File: config.mk
export PLATFORM = sky130hd
export DESIGN_NAME = smb_pec_unit
export DESIGN_NICKNAME = d
export VERILOG_FILES = /design/src/rtl/smb_pec_pkg.sv /design/src/rtl/smb_pec_byte_step.sv /design/src/rtl/smb_pec_txn_track.sv /design/src/rtl/smb_pec_crc_reg.sv /design/src/rtl/smb_pec_rx_check.sv /design/src/rtl/smb_pec_unit.sv
export SDC_FILE = /design/constraint.sdc
export NUM_CORES = 1
export LEC_CHECK = 0
export ABC_AREA = 1
export CAP_MARGIN = 10
export CORE_MARGIN = 1.5
export CORE_UTILIZATION = 25
export DETAILED_ROUTE_END_ITERATION = 10
export PLACE_DENSITY = 0.58
export RECOVER_POWER = 100
export SYNTH_ARGS = -nofsm -noshare
export SYNTH_HDL_FRONTEND = slang
export SYNTH_SLANG_ARGS = --single-unit
File: constraint.sdc
create_clock -name clk -period 2.7 [get_ports clk]
set_clock_uncertainty 0.05 [all_clocks]
set_input_delay 0.405 -clock clk [delete_from_list [all_inputs] [get_ports clk]]
set_output_delay 0.405 -clock clk [all_outputs]
set_load 0.01 [all_outputs]
File: src/rtl/smb_pec_pkg.sv
// Package: shared constants and types for the SMBus packet error code unit.
// Assumes byte-wide bus transfers and an 8-bit check code.
package smb_pec_pkg;
    localparam int          PEC_W     = 8;
    localparam int          BYTE_W    = 8;
    localparam logic [7:0]  PEC_POLY  = 8'h07;
    localparam logic [7:0]  PEC_INIT  = 8'h00;

    // Result of the final-byte check as registered for the ports.
    typedef struct packed {
        logic vld;
        logic err;
    } pec_chk_t;
endpackage

File: src/rtl/smb_pec_byte_step.sv
// Module: combinational CRC update for one whole input word.
// Unrolls one shift-and-conditional-XOR stage per input bit, MSB first.
// Assumes no reflection; the polynomial excludes the implicit top term.
module smb_pec_byte_step #(
    parameter int              CRC_W  = 8,
    parameter int              DATA_W = 8,
    parameter logic [CRC_W-1:0] POLY  = 8'h07
) (
    input  logic [CRC_W-1:0]  crc_i,
    input  logic [DATA_W-1:0] data_i,
    output logic [CRC_W-1:0]  crc_o
);
    localparam int STAGES = DATA_W + 1;

    logic [CRC_W-1:0] stage [STAGES];

    assign stage[0] = crc_i;

    // One stage per data bit, highest data bit consumed first.
    generate
        for (genvar b = 0; b < DATA_W; b++) begin : g_bit
            logic fb;
            assign fb           = stage[b][CRC_W-1] ^ data_i[DATA_W-1-b];
            assign stage[b+1]   = {stage[b][CRC_W-2:0], 1'b0} ^ (fb ? POLY : '0);
        end
    endgenerate

    assign crc_o = stage[DATA_W];
endmodule

File: src/rtl/smb_pec_txn_track.sv
// Module: tracks whether an SMBus transaction is open.
// An opening START produces a clear pulse; a repeated START does not.
// Assumes START and STOP strobes are single-cycle; STOP wins if both coincide.
module smb_pec_txn_track (
    input  logic clk,
    input  logic rst_n,
    input  logic start_i,
    input  logic stop_i,
    output logic clear_o,
    output logic open_o
);
    logic open_q;

    // Clear only when a START arrives with no transaction in progress.
    assign clear_o = start_i && !open_q;
    assign open_o  = open_q;

    // Open on START, close on STOP.
    always_ff @(posedge clk) begin
        if (!rst_n)       open_q <= 1'b0;
        else if (stop_i)  open_q <= 1'b0;
        else if (start_i) open_q <= 1'b1;
    end
endmodule

File: src/rtl/smb_pec_crc_reg.sv
// Module: the running check-code register.
// A clear loads the start value before any same-cycle byte is folded in.
// Assumes absorb is already gated by the enable.
module smb_pec_crc_reg
    import smb_pec_pkg::*;
#(
    parameter int               CRC_W  = PEC_W,
    parameter int               DATA_W = BYTE_W,
    parameter logic [CRC_W-1:0] POLY   = PEC_POLY,
    parameter logic [CRC_W-1:0] INIT   = PEC_INIT
) (
    input  logic              clk,
    input  logic              rst_n,
    input  logic              clear_i,
    input  logic              absorb_i,
    input  logic [DATA_W-1:0] data_i,
    output logic [CRC_W-1:0]  crc_q_o,
    output logic [CRC_W-1:0]  crc_d_o
);
    logic [CRC_W-1:0] crc_q;
    logic [CRC_W-1:0] base;
    logic [CRC_W-1:0] stepped;

    // Select the value the incoming byte is folded onto.
    always_comb begin
        base = clear_i ? INIT : crc_q;
    end

    smb_pec_byte_step #(
        .CRC_W (CRC_W),
        .DATA_W(DATA_W),
        .POLY  (POLY)
    ) step_i (
        .crc_i (base),
        .data_i(data_i),
        .crc_o (stepped)
    );

    // Next register value: stepped when absorbing, else the base.
    always_comb begin
        crc_d_o = absorb_i ? stepped : base;
    end

    // Hold the running code.
    always_ff @(posedge clk) begin
        if (!rst_n) crc_q <= INIT;
        else        crc_q <= crc_d_o;
    end

    assign crc_q_o = crc_q;
endmodule

File: src/rtl/smb_pec_rx_check.sv
// Module: registers the final-byte check of a received transaction.
// The pulse follows the final byte by one cycle; the error is sticky
// until the next opening START. Assumes remainder_i is the post-byte code.
module smb_pec_rx_check
    import smb_pec_pkg::*;
#(
    parameter int CRC_W = PEC_W
) (
    input  logic             clk,
    input  logic             rst_n,
    input  logic             clear_i,
    input  logic             final_i,
    input  logic [CRC_W-1:0] remainder_i,
    output pec_chk_t         chk_o
);
    pec_chk_t chk_q;
    logic     bad;

    // A nonzero remainder after the received code means a mismatch.
    assign bad = final_i && (remainder_i != '0);

    // Pulse on every checked byte; error set on mismatch, cleared on opening START.
    always_ff @(posedge clk) begin
        if (!rst_n) begin
            chk_q <= '0;
        end else begin
            chk_q.vld <= final_i;
            if (bad)          chk_q.err <= 1'b1;
            else if (clear_i) chk_q.err <= 1'b0;
        end
    end

    assign chk_o = chk_q;
endmodule

File: src/rtl/smb_pec_unit.sv
// Module: top of the SMBus packet error code unit.
// Frames transactions with START/STOP, folds each enabled byte into the
// running CRC-8 and checks the final received byte for a zero remainder.
// Assumes one byte strobe per cycle at most and synchronous inputs.
module smb_pec_unit
    import smb_pec_pkg::*;
(
    input  logic              clk,
    input  logic              rst_n,
    input  logic              pec_en_i,
    input  logic              rx_mode_i,
    input  logic              start_i,
    input  logic              stop_i,
    input  logic              byte_vld_i,
    input  logic [BYTE_W-1:0] byte_i,
    input  logic              last_i,
    output logic [PEC_W-1:0]  pec_o,
    output logic              chk_vld_o,
    output logic              chk_err_o
);
    logic             clear;
    logic             txn_open;
    logic             absorb;
    logic             final_rx;
    logic [PEC_W-1:0] crc_q;
    logic [PEC_W-1:0] crc_d;
    pec_chk_t         chk;

    smb_pec_txn_track track_i (
        .clk    (clk),
        .rst_n  (rst_n),
        .start_i(start_i),
        .stop_i (stop_i),
        .clear_o(clear),
        .open_o (txn_open)
    );

    // Qualify byte strobes with the per-transaction enable and mode.
    always_comb begin
        absorb   = byte_vld_i && pec_en_i;
        final_rx = absorb && last_i && rx_mode_i;
    end

    smb_pec_crc_reg #(
        .CRC_W (PEC_W),
        .DATA_W(BYTE_W),
        .POLY  (PEC_POLY),
        .INIT  (PEC_INIT)
    ) crc_i (
        .clk     (clk),
        .rst_n   (rst_n),
        .clear_i (clear),
        .absorb_i(absorb),
        .data_i  (byte_i),
        .crc_q_o (crc_q),
        .crc_d_o (crc_d)
    );

    smb_pec_rx_check #(
        .CRC_W(PEC_W)
    ) chk_i (
        .clk        (clk),
        .rst_n      (rst_n),
        .clear_i    (clear),
        .final_i    (final_rx),
        .remainder_i(crc_d),
        .chk_o      (chk)
    );

    assign pec_o     = crc_q;
    assign chk_vld_o = chk.vld;
    assign chk_err_o = chk.err;
endmodule

# Word level (Yosys, flattened, before mapping)
# Cells that the tools add are included.
# W data, S select, Z words.
totals:
  word_cells: 42
  output_inout_bits: 10
  in_bits: 16
  ff_bits: 11
classes:
  n_mux: 12
  n_bitwise: 17
  reduce_logical: 9
ops:
  columns: ["cell", "n"]
  rows:
  - ["$xor A8 B3 Y8", 8]
  - ["$mux W3", 8]
  - ["$mux W8", 2]
  - ["$reduce_bool A8 Y1", 1]
  - ["$xor A1 B1 Y1", 8]
  - ["$logic_and A1 B1 Y1", 5]
  - ["$mux W1", 2]
  - ["$reduce_bool A2 Y1", 1]
  - ["$reduce_or A2 Y1", 1]
  - ["$logic_not A1 Y1", 1]
  - ["$not A1 Y1", 1]

# Logic depth before layout (Yosys ltp)
depth:
  word_depth: 31
  depth_mapped: 18

# Modules after synthesis
# Synthesis repeated with hierarchy kept, for this count alone.
unflattened:
  cells_unflattened: 170
  hier_area_um2: 974.7
by_module_without_submodules:
  columns: ["module", "cells_per_inst", "area_each_um2", "seq_area_each_um2", "instances"]
  rows:
  - ["smb_pec_crc_reg", 76, 490.5, 160.2, 1]
  - ["smb_pec_byte_step", 70, 337.8, 0.0, 1]
  - ["smb_pec_rx_check", 13, 88.8, 40.0, 1]
  - ["smb_pec_txn_track", 7, 42.5, 20.0, 1]
  - ["smb_pec_unit", 4, 15.0, 0.0, 1]

# Worst setup path before layout
# Ideal clock, no wire load.
synth_path:
  path_kind: "in2reg"
  from: "input port start_i"
  to: "register chk_i.chk_q (netlist bit chk_i.chk_o[0])"
  required_ns: 2.538
  arrival_ns: 1.442
  path_buffers: 1
  path_stages: 14
  path_slack_ns: 1.096
  cell_sequence: "nand2_4 -> buf_12 -> nand3_2 -> nand2_2 -> inv_2 -> nand2_2 -> nand2_2 -> xor2_1 -> nand2_1 -> nand2_1 -> nor2_1 -> nand3_1 -> nand2_1 -> nand2_1"
synth_between:
  elab_chain_cells: 18
  word_cells_on_any_way: 31
  classes_between: "mux (11); bitwise (16); reduce/logical (4)"
synth_lines:
  columns: ["element", "line", "rtl"]
  rows:
  - ["start: declaration", "smb_pec_unit.sv:12", "input logic start_i,"]
  - ["$logic_and A1 B1 Y1 (*)", "smb_pec_txn_track.sv:15", "assign clear_o = start_i && !open_q;"]
  - ["$mux W8", "smb_pec_crc_reg.sv:26", "base = clear_i ? INIT : crc_q;"]
  - ["$xor A1 B1 Y1 / $xor A8 B3 Y8 (equally long branches)", "smb_pec_byte_step.sv:23, smb_pec_byte_step.sv:24", null]
  - ["$mux W3 / $xor A1 B1 Y1 (equally long branches)", "smb_pec_byte_step.sv:24, smb_pec_byte_step.sv:23", null]
  - ["$xor A8 B3 Y8 / $mux W3 (equally long branches)", "smb_pec_byte_step.sv:24", "assign stage[b+1] = {stage[b][CRC_W-2:0], 1'b0} ^ (fb ? POLY : '0);"]
  - ["$xor A8 B3 Y8 (5 in series)", "smb_pec_byte_step.sv:24", null]
  - ["$xor A8 B3 Y8 / $xor A1 B1 Y1 (equally long branches)", "smb_pec_byte_step.sv:24, smb_pec_byte_step.sv:23", null]
  - ["$xor A1 B1 Y1 / $mux W3 (equally long branches)", "smb_pec_byte_step.sv:23, smb_pec_byte_step.sv:24", null]
  - ["$mux W3 / $xor A8 B3 Y8 (equally long branches)", "smb_pec_byte_step.sv:24", null]
  - ["$xor A8 B3 Y8", "smb_pec_byte_step.sv:24", null]
  - ["$mux W8", "smb_pec_crc_reg.sv:41", "crc_d_o = absorb_i ? stepped : base;"]
  - ["$reduce_bool A8 Y1", "smb_pec_rx_check.sv:20", "assign bad = final_i && (remainder_i != '0);"]
  - ["$logic_and A1 B1 Y1", "smb_pec_rx_check.sv:20", null]
  - ["$mux W1 / $reduce_bool A2 Y1 (equally long branches)", null, null]
  - ["end: declaration", "smb_pec_rx_check.sv:16", "pec_chk_t chk_q;"]
# Mark *: on every way between the ends. The rest lies on a longest branch, timed or not.
# A chain may end at the register's enable or synchronous reset.

# Worst setup path in the final report
# Ends and elaborated chain as after synthesis.

==> impl_results.html <==
<table>
<tr><th>Metric</th><th>Value</th></tr>
<tr><th colspan="2">Run status</th></tr>
<tr><td>Outcome</td><td>complete, no violations</td></tr>
<tr><th colspan="2">Detailed routing</th></tr>
<tr><td>Count of unresolved DRC violations after routing</td><td>0</td></tr>
<tr><td>Post-route ant nets</td><td>0</td></tr>
<tr><td>Routed len/inst</td><td>9.461 um</td></tr>
<tr><td>Post-detailed-routing wire length</td><td>between 2 and 2.5 mm</td></tr>
<tr><td>Total iterations of the first detailed-routing run</td><td>4</td></tr>
<tr><td>DR vias/cell</td><td>4.300</td></tr>
<tr><td>Via count</td><td>~990</td></tr>
<tr><td>Number of violations reported at the end of detailed-routing iteration 0</td><td>19</td></tr>
<tr><th colspan="2">Layout</th></tr>
<tr><td>Share of final-layout standard cells stronger than drive strength 1</td><td>16.48%</td></tr>
<tr><td>Commonest cells after routing, fill and taps aside</td><td>58 x nand2_1, 27 x nand3_1, 13 x clkdlybuf4s50_1</td></tr>
<tr><td>Final design area excluding fillers</td><td>1276 sq um</td></tr>
<tr><td>NumNets Final</td><td>slightly below 200</td></tr>
<tr><td>End-of-flow core utilization</td><td>34.60%</td></tr>
<tr><td>Area grow syn2layout</td><td>32.47%</td></tr>
<tr><td>Most common cell after layout, fill and taps aside</td><td>nand2_1</td></tr>
<tr><td>Antenna fix cells</td><td>0</td></tr>
<tr><th colspan="2">Logic synthesis</th></tr>
<tr><td>Post-Synth Simple-Gate Area</td><td>roughly three fifths</td></tr>
<tr><td>Post-Syn Area</td><td>963.4 sq um</td></tr>
<tr><td>Net count after synthesis</td><td>170</td></tr>
<tr><td>Complex-gate fraction of the synthesized area</td><td>2.078%</td></tr>
<tr><td>Distinct cells, synth</td><td>20</td></tr>
<tr><td>Area share of the largest cell type after synthesis</td><td>22.86%</td></tr>
<tr><td>Share of cell area taken by muxes after synthesis</td><td>0%</td></tr>
<tr><td>Syn Inst Count</td><td>roughly 150</td></tr>
<tr><td>Main combinational cell family by area after synthesis</td><td>simple AND/OR/NAND/NOR gates</td></tr>
<tr><td>Synth Area in Adders</td><td>0%</td></tr>
<tr><td>Number of warnings reported in the yosys synthesis log</td><td>0</td></tr>
<tr><td>Register area share after synthesis</td><td>22.86%</td></tr>
<tr><td>Largest area contributor in the synthesized netlist</td><td>dfxtp_1</td></tr>
<tr><td>Post-synthesis register bit count</td><td>11</td></tr>
<tr><td>Dominant cells by area after synthesis</td><td>dfxtp_1 23%, nand2_1 21%, nand3_1 14%, nand2_2 8.4%, nand2_4 4.7%</td></tr>
<tr><td>Post-Synth XOR/XNOR Area</td><td>under 10%</td></tr>
<tr><td>Synthesized area per cell</td><td>between 6 and 7 sq um</td></tr>
<tr><th colspan="2">Placement</th></tr>
<tr><td>I/O Buffers</td><td>25</td></tr>
<tr><td>Hpwl dp</td><td>1.755 mm</td></tr>
<tr><td>Weighted congestion at the end of routability-driven global placement</td><td>about 0.8</td></tr>
<tr><td>Area of placed instances</td><td>around 1200 sq um</td></tr>
<tr><th colspan="2">Clock network</th></tr>
<tr><td>Number of H-tree levels</td><td>1</td></tr>
<tr><td>Number of clock sinks</td><td>11</td></tr>
<tr><td>Setup fix buffers added after clock tree synthesis</td><td>0</td></tr>
<tr><td>Number of buffers added by the clock tree synthesis step</td><td>3</td></tr>
<tr><td>Number of resized instances in the post-cts repair step</td><td>0</td></tr>
<tr><td>Clock-pin slew reported for the worst setup and hold paths after clock tree synthesis</td><td>0.05 ns</td></tr>
<tr><td>CTS tree</td><td>built</td></tr>
<tr><td>Worst skew pair latency</td><td>~0.24 ns</td></tr>
<tr><td>Hold buffer count at cts</td><td>0</td></tr>
<tr><td>Clk Tree Root Cell</td><td>clkbuf_8</td></tr>
<tr><td>Number of buffers on the longest clock path</td><td>2</td></tr>
<tr><th colspan="2">Floorplanning</th></tr>
<tr><td>Overall die width</td><td>around 65 um</td></tr>
<tr><td>Initial cell density of the core</td><td>26.12%</td></tr>
<tr><td>Die height</td><td>approximately 65 um</td></tr>
<tr><td>Row count</td><td>22</td></tr>
<tr><td>Total Die Area</td><td>4235 sq um</td></tr>
<tr><td>Placeable core region</td><td>~3700 sq um</td></tr>
<tr><td>Number of I/O pins</td><td>26</td></tr>
<tr><th colspan="2">Global routing</th></tr>
<tr><td>First-pass GRT wire length</td><td>3.836 mm</td></tr>
<tr><td>Pin count of the biggest net entering global routing</td><td>23</td></tr>
<tr><td>Number of global-route vias before repair</td><td>928</td></tr>
<tr><td>Remaining global-route overflow</td><td>0</td></tr>
<tr><td>Number of antenna violations at the first check in global routing</td><td>0</td></tr>
<tr><td>Global routing usage summed across all routing layers</td><td>between 10 and 15%</td></tr>
<tr><th colspan="2">Hold path</th></tr>
<tr><td>Hold Crit Class</td><td>register to register</td></tr>
<tr><th colspan="2">Timing</th></tr>
<tr><td>Worst hold slack after final layout</td><td>between 0.4 and 0.5 ns</td></tr>
<tr><td>Fmax</td><td>434.0 MHz</td></tr>
<tr><td>RSZ-0062 raised after global routing</td><td>false</td></tr>
<tr><td>Setup TNS Final</td><td>0 ns</td></tr>
<tr><td>Worst Max-Slew Pin Slew</td><td>~0.35 ns</td></tr>
<tr><td>Worst relative slew slack</td><td>around 77%</td></tr>
<tr><td>Number of setup violations in the final report</td><td>0</td></tr>
<tr><td>Period utilisation layout</td><td>85.34%</td></tr>
<tr><td>Shortest clock period the worst path allows after layout</td><td>around 2.3 ns</td></tr>
<tr><td>Max-slew violations</td><td>0</td></tr>
<tr><td>Hold Fails Final Rpt</td><td>0</td></tr>
<tr><th colspan="2">Pwr</th></tr>
<tr><td>Maximum ir drop on the vdd rail</td><td>between 0.2 and 0.25 mV</td></tr>
<tr><td>Post-layout power</td><td>~510 uW</td></tr>
<tr><td>Power per Cell Area</td><td>402.2 nW/um^2</td></tr>
<tr><td>Leakage dissipation</td><td>between 0.6 and 0.7 nW</td></tr>
<tr><th colspan="2">Worst setup path</th></tr>
<tr><td>Crit. End Element</td><td>register</td></tr>
<tr><td>Worst Path Arrival</td><td>about 2.4 ns</td></tr>
<tr><td>Worst Setup Path Type</td><td>input pin to register</td></tr>
<tr><td>Sort of element at the start of the critical path</td><td>input pin</td></tr>
<tr><td>Highest fanout seen on the critical path</td><td>22</td></tr>
<tr><td>Required arrival time at the worst endpoint</td><td>2.78 ns</td></tr>
<tr><th colspan="2">Run</th></tr>
<tr><td>Max-Cap Viols</td><td>0</td></tr>
</table>
[critical path: stages]
cell	delay, ns
dlygate4sd3_1	0.58
nand2_4	0.26
nand2_1	0.14
nand2_1	0.08
nand2_1	0.09
nand2_1	0.11
nand3_2	0.09
nand2_1	0.12
inv_2	0.05
nand2_1	0.04
o21ai_0	0.11
nor2_1	0.13
nand3_1	0.08
nand2_1	0.06
nand2_1	0.04
[power by group]
part	total [mW]	switching, mW	internal [mW]
Combinational	0.172	0.0979	0.0737
Sequential	0.180	0.00840	0.172
Clock	0.162	0.0585	0.103
Total	0.513	0.165	0.349
[cell type report]
cell class,instances,area (sq um)
clock buffer,4,45.04
fill,409,2412
inverter,16,60.06
multi-input combinational,125,636.9
sequential,11,220.2
tap,48,60.06
timing repair buffer,26,254.0
[logic make-up (layout without fill, tap and decap cells)]
family / after synthesis / in the layout
XOR/XNOR: 5 / 5
AND/OR/NAND/NOR: 116 / 116
AO/OA/AOI/OAI: 4 / 4
buffers and inverters: 18 / 46
flip-flops: 11 / 11
[metal layers]
metal	global-route usage (%)	up-vias	wire, um
met5	0	-	0
li1	-	543	-
met4	4.688	0	32
met2	19.33	14	1031
met3	2.083	4	71
met1	14.06	428	1041
[sequential cells by signal (all words and copies together), names as in the netlist]
signal	flops
track_i.open_o	1
chk_i.chk_o	2
crc_i.crc_q_o	8
[stage by stage]
step	worst slack [ns]	cells
after global routing	0.1680	230
after floorplan	1.096	154
after CTS	0.5417	230
final	0.3959	230
after global placement	0.3177	226
after detailed placement	0.3013	226
[path summary, 6_finish.rpt]
check,from,end,slack (ns),cells past startpoint
worst max register to register,track_i.open_o$_SDFFE_PP0P_,chk_i.chk_o[0]$_SDFFE_PN0P_,0.81,15
worst min register to register,chk_i.chk_o[0]$_SDFFE_PN0P_,chk_i.chk_o[0]$_SDFFE_PN0P_,0.42,2
worst max-delay path,start_i,chk_i.chk_o[0]$_SDFFE_PN0P_,0.40,15
worst min-delay path,chk_i.chk_o[0]$_SDFFE_PN0P_,chk_i.chk_o[0]$_SDFFE_PN0P_,0.42,2
[synth_stat cells (all sizes together)]
master / n
nor3: 1
xnor2: 2
nor2: 10
nand2: 72
o21ai: 1
clkinv: 2
inv: 14
a21oi: 3
buf: 2
dfxtp: 11
xor2: 3
nand3: 31
nand3b: 2
Power figures use the tool's default switching activity.
